## src/rtl/mii_tx_pkg.sv

```systemverilog
package mii_tx_pkg;
    typedef enum logic [2:0] {
        ST_IDLE,
        ST_PRE,
        ST_DATA,
        ST_FCS,
        ST_GAP
    } tx_state_e;

    localparam logic [31:0] CRC_POLY   = 32'hEDB88320;
    localparam logic [31:0] CRC_SEED   = 32'hFFFFFFFF;
    localparam logic [3:0]  NIB_PRE    = 4'h5;
    localparam logic [3:0]  NIB_SFD    = 4'hD;
endpackage

```

## src/rtl/crc32_nib_step.sv

```systemverilog
module crc32_nib_step #(
    parameter logic [31:0] POLY = 32'hEDB88320
) (
    input  logic [31:0] crc_i,
    input  logic [3:0]  nib_i,
    output logic [31:0] crc_o
);
    always_comb begin
        logic [31:0] c;
        c = crc_i;
        for (int i = 0; i < 4; i++) begin
            if (c[0] ^ nib_i[i]) c = (c >> 1) ^ POLY;
            else                 c = c >> 1;
        end
        crc_o = c;
    end
endmodule

```

## src/rtl/fcs_nib_pick.sv

```systemverilog
module fcs_nib_pick (
    input  logic [31:0] crc_i,
    input  logic [2:0]  idx_i,
    output logic [3:0]  nib_o
);
    logic [31:0] fcs;
    assign fcs   = ~crc_i;
    assign nib_o = fcs[4*idx_i +: 4];
endmodule

```

## src/rtl/mii_frame_tx.sv

```systemverilog
module mii_frame_tx
    import mii_tx_pkg::*;
#(
    parameter int PRE_NIBBLES = 16,
    parameter int IFG_NIBBLES = 24
) (
    input  logic       clk,
    input  logic       rst_n,
    input  logic [7:0] in_data,
    input  logic       in_valid,
    input  logic       in_last,
    output logic       in_ready,
    output logic [3:0] txd,
    output logic       tx_en
);
    localparam int CMAX = (PRE_NIBBLES > IFG_NIBBLES) ? PRE_NIBBLES : IFG_NIBBLES;
    localparam int CW   = $clog2(CMAX + 1);
    localparam int FCS_NIBBLES = 8;

    typedef struct packed {
        tx_state_e   st;
        logic [CW-1:0] cnt;
        logic        phase;
        logic [3:0]  hi;
        logic        last;
        logic [31:0] crc;
        logic [3:0]  txd;
        logic        en;
    } tx_reg_t;

    localparam tx_reg_t RST_V = '{st: ST_IDLE, cnt: '0, phase: 1'b0, hi: 4'h0,
                                  last: 1'b0, crc: CRC_SEED, txd: 4'h0, en: 1'b0};

    tx_reg_t q, d;
    logic [3:0]  step_nib;
    logic [31:0] crc_next;
    logic [2:0]  fcs_idx;
    logic [3:0]  fcs_nib;

    assign step_nib = q.phase ? q.hi : in_data[3:0];
    assign fcs_idx  = (q.st == ST_FCS) ? q.cnt[2:0] : 3'd0;

    crc32_nib_step #(.POLY(CRC_POLY)) u_crc (
        .crc_i (q.crc),
        .nib_i (step_nib),
        .crc_o (crc_next)
    );

    fcs_nib_pick u_fcs (
        .crc_i (q.crc),
        .idx_i (fcs_idx),
        .nib_o (fcs_nib)
    );

    assign in_ready = (q.st == ST_DATA) && !q.phase;
    assign txd      = q.txd;
    assign tx_en    = q.en;

    always_comb begin
        d = q;
        case (q.st)
            ST_IDLE: begin
                d.txd   = 4'h0;
                d.en    = 1'b0;
                d.crc   = CRC_SEED;
                d.phase = 1'b0;
                if (in_valid) begin
                    d.st  = ST_PRE;
                    d.txd = NIB_PRE;
                    d.en  = 1'b1;
                    d.cnt = CW'(1);
                end
            end
            ST_PRE: begin
                d.en  = 1'b1;
                d.cnt = q.cnt + CW'(1);
                if (q.cnt == CW'(PRE_NIBBLES - 1)) begin
                    d.txd = NIB_SFD;
                    d.st  = ST_DATA;
                    d.cnt = '0;
                end else begin
                    d.txd = NIB_PRE;
                end
            end
            ST_DATA: begin
                d.en = 1'b1;
                if (!q.phase) begin
                    if (in_valid) begin
                        d.txd   = in_data[3:0];
                        d.hi    = in_data[7:4];
                        d.last  = in_last;
                        d.crc   = crc_next;
                        d.phase = 1'b1;
                    end else begin
                        d.txd = fcs_nib;
                        d.cnt = CW'(1);
                        d.st  = ST_FCS;
                    end
                end else begin
                    d.txd   = q.hi;
                    d.crc   = crc_next;
                    d.phase = 1'b0;
                    if (q.last) begin
                        d.st  = ST_FCS;
                        d.cnt = '0;
                    end
                end
            end
            ST_FCS: begin
                d.en  = 1'b1;
                d.txd = fcs_nib;
                d.cnt = q.cnt + CW'(1);
                if (q.cnt == CW'(FCS_NIBBLES - 1)) begin
                    d.st  = ST_GAP;
                    d.cnt = '0;
                end
            end
            ST_GAP: begin
                d.en  = 1'b0;
                d.txd = 4'h0;
                d.cnt = q.cnt + CW'(1);
                if (q.cnt == CW'(IFG_NIBBLES - 1)) begin
                    d.st  = ST_IDLE;
                    d.cnt = '0;
                end
            end
            default: d = RST_V;
        endcase
    end

    always_ff @(posedge clk) begin
        if (!rst_n) q <= RST_V;
        else        q <= d;
    end

    // Run length of low transmit-enable cycles, saturating, for the gap check
    localparam int LW = $clog2(IFG_NIBBLES + 2);
    logic [LW-1:0] low_run_q;
    always_ff @(posedge clk) begin
        if (!rst_n)                         low_run_q <= LW'(IFG_NIBBLES);
        else if (tx_en)                     low_run_q <= '0;
        else if (low_run_q != LW'(IFG_NIBBLES)) low_run_q <= low_run_q + LW'(1);
    end


    txd_zero_idle_chk: assert property (@(posedge clk) disable iff (!rst_n)
        !tx_en |-> (txd == 4'h0));


    ready_in_frame_chk: assert property (@(posedge clk) disable iff (!rst_n)
        in_ready |-> tx_en);


    single_accept_chk: assert property (@(posedge clk) disable iff (!rst_n)
        (in_valid && in_ready) |=> !in_ready);


    lo_nibble_first_chk: assert property (@(posedge clk) disable iff (!rst_n)
        (in_valid && in_ready) |=> (txd == $past(in_data[3:0])));


    pre_start_chk: assert property (@(posedge clk) disable iff (!rst_n)
        $rose(tx_en) |-> (txd == NIB_PRE));


    ifg_min_chk: assert property (@(posedge clk) disable iff (!rst_n)
        $rose(tx_en) |-> (low_run_q >= LW'(IFG_NIBBLES)));
endmodule

```

## config.mk

```make
export PLATFORM = sky130hd
export DESIGN_NAME = mii_frame_tx
export DESIGN_NICKNAME = d
export VERILOG_FILES = /design/src/rtl/mii_tx_pkg.sv /design/src/rtl/crc32_nib_step.sv /design/src/rtl/fcs_nib_pick.sv /design/src/rtl/mii_frame_tx.sv
export SDC_FILE = /design/constraint.sdc
export NUM_CORES = 1
export LEC_CHECK = 0
export ABC_AREA = 1
export BUFFER_PORTS_ARGS = -buffer_cell sky130_fd_sc_hd__buf_2
export CORE_ASPECT_RATIO = 0.75
export CORE_UTILIZATION = 58
export CTS_BUF_LIST = sky130_fd_sc_hd__clkbuf_2
export DETAILED_ROUTE_END_ITERATION = 12
export PLACE_DENSITY = 0.79
export SKIP_CTS_REPAIR_TIMING = 1
export SKIP_LAST_GASP = 1
export SLEW_MARGIN = 40
export SYNTH_ARGS = -nofsm -noshare
export SYNTH_HDL_FRONTEND = slang
export SYNTH_HIERARCHICAL = 1
export SYNTH_SLANG_ARGS = --single-unit
```

## constraint.sdc

```tcl
create_clock -name clk -period 1.9 [get_ports clk]
set_input_delay 0.095 -clock clk [delete_from_list [all_inputs] [get_ports clk]]
set_output_delay 0.095 -clock clk [all_outputs]
set_load 0.01 [all_outputs]
```

* Word level (Yosys, flattened, before mapping)
Cells that the tools add are included.
** Storage, ports and cells
- Logic and storage cells :: 70
- Bits of input ports :: 12
- Register bits :: 51
- Output and inout port bits :: 6
** Operators by class
- $add $sub $neg :: 1
- Reduce and logical (&&, ||, !) cells :: 9
- Eq/ne operators :: 16
- Bitwise operators :: 11
- Shift-type cells :: 1
- Multiplexer cells :: 24
** Operators with widths (count)
- 32-bit two-way mux :: 4
- 32-bit case mux with 2 select lines :: 1
- 13-bit NOT with 14-bit output :: 4
- 8-bit two-way mux :: 6
- 8-bit case mux with 5 select lines :: 1
- 38-bit two-way mux :: 1
- 36-bit two-way mux :: 1
- 32-bit NOT :: 1
- 32-bit by 6-bit variable part select with 4-bit output :: 1
- 5-bit case mux with 4 select lines :: 1
- 4-bit two-way mux :: 4
- 2-bit inequality test (second input constant) :: 5
- 5-bit case mux with 2 select lines :: 1
- 9-bit two-way mux :: 1
- 3-bit inequality test (second input constant) :: 3
- 3-bit by 2-bit == test with 1-bit output (second input constant) :: 2
- 3-bit AND reduction :: 2
- 6-bit AND reduction :: 1
- 5-bit by 1-bit adder with 5-bit output (second input constant) :: 1
- 5-bit by 3-bit == test with 1-bit output (second input constant) :: 1
- 5-bit by 4-bit == test with 1-bit output (second input constant) :: 1
- 5-bit == test (second input constant) :: 1
- 5-bit two-way mux :: 1
- 4-bit OR reduction :: 1
- 12 further kinds :: 16

* Logic depth before layout (Yosys ltp)
Gate-level depths: netlist of run 1.
- Depth after elaboration :: 12
- Mapped depth :: 15

* Cells and area by module
The synthesis of run 1 kept the hierarchy.
** By module, submodules not included
- mii_frame_tx :: times used 1, cells each 330, seq. area each 1021.0 um^2, area an instance 2373.5 um^2
- crc32_nib_step :: times used 1, cells each 121, seq. area each 0.0 um^2, area an instance 728.2 um^2
- fcs_nib_pick :: times used 1, cells each 75, seq. area each 0.0 um^2, area an instance 324.1 um^2

* Worst setup path before layout of run 1
Ideal clock, no wire load.
- Kind :: register to register
- Start :: register q[42] (netlist name)
- End :: register q[29] (netlist name)
- Period minus slack after synthesis :: 1833 ps
- Cell stages (with the launch flop) :: 13
- Buffers on the path :: 1
- Library setup time :: 130 ps
- Path slack :: 67 ps
- Arrival :: 1703 ps
- Cell sequence :: dfxtp_1 buf_4 inv_1 o21ai_0 nor2_2 nor2_4 nand2_1 nand2_4 inv_2 nand2_1 nand2_1 o21ai_0 nand3_1
** On the way
- Elaborated cells between the ends (all ways) :: 15
- Those cells by class :: eq/ne: 1; mux: 8; bitwise: 5; reduce/logical: 1
** RTL lines
- start, declared :: line mii_frame_tx.sv:34 : tx_reg_t q, d;
- start signal, assigned :: line mii_frame_tx.sv:132 : if (!rst_n) q <= RST_V;
- start signal, assigned :: line mii_frame_tx.sv:133 : else q <= d;
- 4-bit two-way mux * :: line mii_frame_tx.sv:40 : assign step_nib = q.phase ? q.hi : in_data[3:0];
- named net step_nib[1] :: line mii_frame_tx.sv:35 : logic [3:0] step_nib;
- 1-bit XOR * :: line crc32_nib_step.sv:12 : if (c[0] ^ nib_i[i]) c = (c >> 1) ^ POLY;
- 32-bit two-way mux * (2 in series) :: line crc32_nib_step.sv:12
- 13-bit NOT with 14-bit output (no line)
- 32-bit two-way mux * :: line crc32_nib_step.sv:12
- named net crc_next[24] :: line mii_frame_tx.sv:36 : logic [31:0] crc_next;
- 38-bit two-way mux :: line mii_frame_tx.sv:88 : if (in_valid) begin
- 36-bit two-way mux * :: line mii_frame_tx.sv:87 : if (!q.phase) begin
- 32-bit case mux with 2 select lines * :: line mii_frame_tx.sv:61 : case (q.st)
Mark *: on every way through the listed nets, which the timed path passes. The rest lies on a longest branch. The select of a mux whose other input is x is not followed.
A chain may end at the register's enable or synchronous reset.

* Worst setup path in the final report of run 1
- Start :: register q[48] (netlist name)
- End :: register q[24] (netlist name)
** On the way
- Cells in the longest elaborated chain, start to end :: 4
- Elaborated cells between the ends (all ways) :: 9
- Those cells by class :: eq/ne: 5; mux: 1; bitwise: 1; reduce/logical: 2
** Ends and longest elaborated chain (line)
- 3-bit by 2-bit == test with 1-bit output, or another cell as far along :: mii_frame_tx.sv:61
- 3-bit OR reduction (no line)
- 1-bit NOT (no line)
- 2-bit AND reduction (no line)
Several ways; a longest one is shown, not always the timed one.

==> results of run 1 <==
layout make-up:
class | count | area, µm²
Tap cell | 75 | 93.8
Fill cell | 521 | 1800
Inverter | 49 | 186
Clock buffer | 5 | 25.0
Clock inverter | 3 | 15.0
Multi-Input combinational cell | 396 | 2060
Sequential cell | 51 | 1030
Timing Repair Buffer | 43 | 314
flip-flops by register name, indices dropped and copies added, names as in the netlist:
signal / flops
tx_en: 1
q: 46
txd: 4
per-stage QoR:
| stage | util [%] | power (W) | TNS (ns) | setup WS [ns] | hold WS (ns) |
|---|---|---|---|---|---|
| floorplan | - | 0.00198 | 0 | 0.0669 | 0.236 |
| global placement | 63.8 | 0.00214 | 0 | 0.0520 | 0.321 |
| detailed placement | 63.8 | 0.00216 | 0 | 0.00596 | 0.331 |
| CTS | 64.5 | 0.00260 | -0.155 | -0.0662 | -0.169 |
| global route | 67.4 | 0.00283 | -0.0520 | -0.0333 | 0.0120 |
| finish | 67.4 | 0.00265 | 0 | 0.0976 | -0.0247 |
power breakdown:
group	internal, W	leakage [nW]	total (W)	switching [W]
Clock	0.0000818	0.0241	0.000444	0.000362
Sequential	0.00117	0.420	0.00128	0.000107
Combinational	0.000370	1.36	0.000927	0.000557
Total	0.00163	1.81	0.00265	0.00103
cell usage in the layout, fill, tap and decap left out, drive strengths merged:
cell / count
dfxtp: 51
ha: 4
nand2: 195
xor2: 21
xnor2: 9
buf: 39
dlygate4sd3: 4
nor2: 27
a211oi: 2
o22ai: 3
clkbuf: 5
clkinvlp: 1
nor3: 5
nand3: 66
a31oi: 2
clkinv: 3
a21oi: 14
inv: 48
nand4: 5
o31ai: 2
o21ai: 41
Yosys cell counts, drive strengths merged:
cell type  instances
nand2            194
nand3             66
dfxtp             51
inv               48
o21ai             41
nor2              27
buf               21
xor2              21
a21oi             14
clkbuf            10
xnor2              9
nand4              5
nor3               5
ha                 4
o22ai              3
a211oi             2
a31oi              2
o31ai              2
clkinv             1
critical path: stages, from the launching register on:
cell     delay (ns)
dfxtp_1        0.39
buf_4          0.16
nor2_4         0.19
nand2_2        0.18
nor3_2         0.26
nor2_4         0.06
buf_4          0.24
o21ai_0        0.12
nand3_1        0.09
path summary, 6_finish.rpt:
path | to | cells after the start | from | slack [ns]
worst max register to register | q[24] | 8 | q[48] | 0.1
worst min register to register | q[40] | 2 | q[40] | 0.46
worst max-delay path | q[24] | 8 | q[48] | 0.1
worst min-delay path | txd[1] | 5 | in_data[1] | -0.02
layer usage:
| layer | global-route usage, % | part of all wire (%) |
|---|---|---|
| met1 | 42.0 | 49 |
| met2 | 42.8 | 43 |
| met3 | 4.50 | 8.3 |
| met4 | 5.44 | 0.58 |
| met5 | 0 | 0 |
cell families after synthesis:
group	Yosys count	synth area share [%]
DFF	51	29.8
adders and majority gates	4	1.46
xor gates and xnor gates	30	9.09
buffers and inverters	80	11.8
AOI/OAI and AO/OA	64	9.82
and+or+nand+nor	297	38.0
==> flow_summary.toml, run 1 <==
[status]
outcome = "complete, but fails checks"
violations = "negative hold slack"

[floorplan]
dieArea_mm2 = 0.00622
die_w_um = 90.7
initial_core_util_pct = 62.0
die_y_um = 68.6
core-area_mm2 = 0.00553
row_count = 23
pin_count = 18

[min_path]
hold_path.class = "primary input to register"

[yosys]
synth_fp_nets = 542
synth_area_leaders = "dfxtp_1 30%, nand2_1 21%, nand3_1 9.1%"
netlist_area_mm2 = 0.00343
ys_seq_area_share_pct = 29.8
synth.distinct_cells = 36
ys_warn_count = 6
syn_area_per_cell_um2 = 6.51
netlist.area_leader.share_pct = 29.8
ys_ff_latch = 51
synthCells = 526
yosys.area.top_type = "dfxtp_1"

[timing]
fin_crit_sh_pct = 94.9
report.final.slew_viol_count = 0
hold_ws_ns = -0.0247
fmax_ghz = 0.555
slew_headroom_pct = 77.4
setup_violations = 0
hold_viol_final = 1
worst_pin_slew_ns = 0.337
rsz0062_at_grt = "true"
post-route-min-period_ns = 1.80
finClkSkew_ns = 0.0317

[clocking]
clockRootBuffer = "clkbuf_2"
cts_buffers = 5
h-tree-depth = 2
cts_tree = "done"
clock_latency_ns = 0.45
cts.sinks = 51
clk_pin_slew_ns = 0.27
cts_buffer_depth = 2

[grt]
grt.total_usage_pct = 28.1
antenna_found_initial = 0
grt-ovfl-total = 0
grt_pass1_wl_um = 13800
grt_pass1_vias = 2797
grt_max_degree = 33

[routing]
num_vias = 3410
drtPass1Iterations = 5
via_per_inst = 5.48
ant_nets = 0
drc = 0
wl_um = 8560
drt-initial-drc-count = 383
wl_per_cell_um = 13.8

[worst_setup_path]
startpoint_type = "register"
crit_type = "register to register"
critPathArrivalTime_ns = 2.15
cp_max_fo = 32
cp_data_required_time_ns = 2.24
endpoint_kind = "register"

[pwr]
p_per_area_mw_per_mm2 = 712
ir_drop_mv = 0.443
p_leak_nw = 1.81

[finish]
syn2layout_area_growth_pct = 8.66
drive_gt1_share_pct = 15.9
fin_nets = 562
final-instance-count-excl-fill = 622
antennaDiodeCount = 0
stdcell_area_mm2 = 0.00372

[flow_run]
drv_cap = 0

[placement]
dp_hpwl_um = 6040
port_buffers = 17
placed_cell_area_mm2 = 0.00353
placed_cells = 604
gp_congestion = 0.923
Power figures use the tool's default switching activity.
==> run 2, diff against run 1 <==
--- a/config.mk
+++ b/config.mk
@@ -8,6 +8,7 @@
 export ABC_AREA = 1
 export BUFFER_PORTS_ARGS = -buffer_cell sky130_fd_sc_hd__buf_2
 export CORE_ASPECT_RATIO = 0.75
+export CORE_MARGIN = 5
 export CORE_UTILIZATION = 58
 export CTS_BUF_LIST = sky130_fd_sc_hd__clkbuf_2
 export DETAILED_ROUTE_END_ITERATION = 12
==> run 2 against run 1 <==
The flow now finishes without violations. Count of clock-buffer cells in the layout increased by 1. Worst setup slack got worse by 0.0064 ns. Worst hold slack improved by 0.052 ns. Highest routed layer unchanged. Critical path depth increased by 6. Combinational power about the same. Cell count increased by 0.48%. Routed wire length increased by 4.3%. Non-clock buffer count increased by 1. Sequential cell count unchanged. Total power increased by 4.7%.
==> flow_summary.toml, run 2 (synthesis gave the netlist of run 1 again) <==
[status]
outcome = "finished, final reports clean"

[clocking]
clock_latency_ns = 0.41
cts_tree = "done"
cts.sinks = 51
h-tree-depth = 2
cts_buffer_depth = 2
clockRootBuffer = "clkbuf_2"
cts_buffers = 5
clk_pin_slew_ns = 0.26

[finish]
antennaDiodeCount = 0
largest_reg_flops = 46
layout_commonest_cell = "nand2_1"
stdcell_area_mm2 = 0.00377
postLayoutCoreUtil_pct = 65.4
layout_common_cells = "184 x nand2_1, 62 x nand3_1, 45 x dfxtp_1, 41 x inv_1, 22 x o21ai_0"
final-instance-count-excl-fill = 625
drive_gt1_share_pct = 17.0
top_register = "q"
fin_nets = 563
syn2layout_area_growth_pct = 10.0

[routing]
num_vias = 3417
via_per_inst = 5.47
wl_per_cell_um = 14.3
wl_um = 8930
drt-initial-drc-count = 377
drc = 0
ant_nets = 0
drtPass1Iterations = 5

[placement]
dp_hpwl_um = 6230
port_buffers = 17
placed_cell_area_mm2 = 0.00354
gp_congestion = 0.963
placed_cells = 609

[timing]
hold_viol_final = 0
worst_pin_slew_ns = 0.678
slew_headroom_pct = 54.8
post-route-min-period_ns = 1.81
fin_crit_sh_pct = 95.2
rsz0062_at_grt = "true"
fmax_ghz = 0.553
setup_violations = 0
report.final.slew_viol_count = 0
finClkSkew_ns = 0.0180

[grt]
grt_max_degree = 34
grt.total_usage_pct = 22.3
grt_pass1_wl_um = 14100
grt_pass1_vias = 2911
grt-ovfl-total = 0
antenna_found_initial = 0

[floorplan]
pin_count = 18
die_y_um = 76.6
row_count = 24
initial_core_util_pct = 59.4
die_w_um = 98.7
dieArea_mm2 = 0.00756
core-area_mm2 = 0.00577

[min_path]
holdPathStages = 5
hold_path.class = "primary input to register"

[worst_setup_path]
crit_chain = "inv_2 -> nand3_2 -> nor2_4 -> buf_12 -> inv_4 -> nand2_1 -> nand3_1 -> nand2_1 -> nand2_1 -> nand2_1 -> inv_1 -> a211oi_1 -> nor3_2 -> nor2_1"
critPathArrivalTime_ns = 2.19
startpoint_type = "register"
endpoint_kind = "register"
crit_type = "register to register"
cp_slowest_cell = "dfxtp_2"
r2r_cells = 14
path_common_cell = "nand2_1"
reg2reg_slack_ns = 0.09
cp_max_fo = 16
cp_data_required_time_ns = 2.28
crit_path_max_incr_delay_ns = 0.39

[pwr]
total_power_w = 0.00278
p_leak_nw = 1.82
p_per_area_mw_per_mm2 = 736
ir_drop_mv = 0.503

[flow_run]
drv_cap = 0
-- run 2: cell type report --
cell class	count	area, µm²
clock buffer	6	30.0
clock inverter	1	30.0
fill	530	2000
inverter	49	186
multi-input combinational	396	2070
sequential	51	1030
tap	78	97.6
timing repair buffer	44	320
-- run 2: critical path: cells and delay by family, from the launching register on --
family / cells / cell delay [ns]
AND/OR/NAND/NOR: 9 / 0.70
AO/OA/AOI/OAI: 1 / 0.32
buffers and inverters: 4 / 0.35
flip-flops: 1 / 0.39
-- run 2: worst paths after layout --
path,from,to
setup / recovery,q[50],txd[0]
setup reg to reg,q[50],txd[0]
hold / removal,in_data[1],txd[1]
hold reg to reg,q[40],q[40]
-- run 2: where the power goes --
| part | internal (W) | switching, W | total (W) |
|---|---|---|---|
| combinational | 0.000361 | 0.000568 | 0.000929 |
| sequential | 0.00118 | 0.000106 | 0.00128 |
| clock | 0.000221 | 0.000344 | 0.000566 |
-- run 2: routing by layer --
metal  track usage, %  routed length (µm)  vias to the layer above
li1                 -                   -                     1712
met1             34.1                4210                     1545
met2             32.5                3910                      148
met3             3.93                 717                       12
met4             4.23                  95                        0
met5                0                   0                        -
-- run 2: metrics by stage --
stage                     hold WS [ns]  TNS (ns)  worst slack (ns)
final                           0.0268         0            0.0911
after CTS                       -0.147     -1.67           -0.0968
after floorplan                  0.236         0            0.0669
after global placement           0.325         0           0.00292
after detailed placement         0.331    -0.423           -0.0592
after global routing            0.0244    -0.197           -0.0360
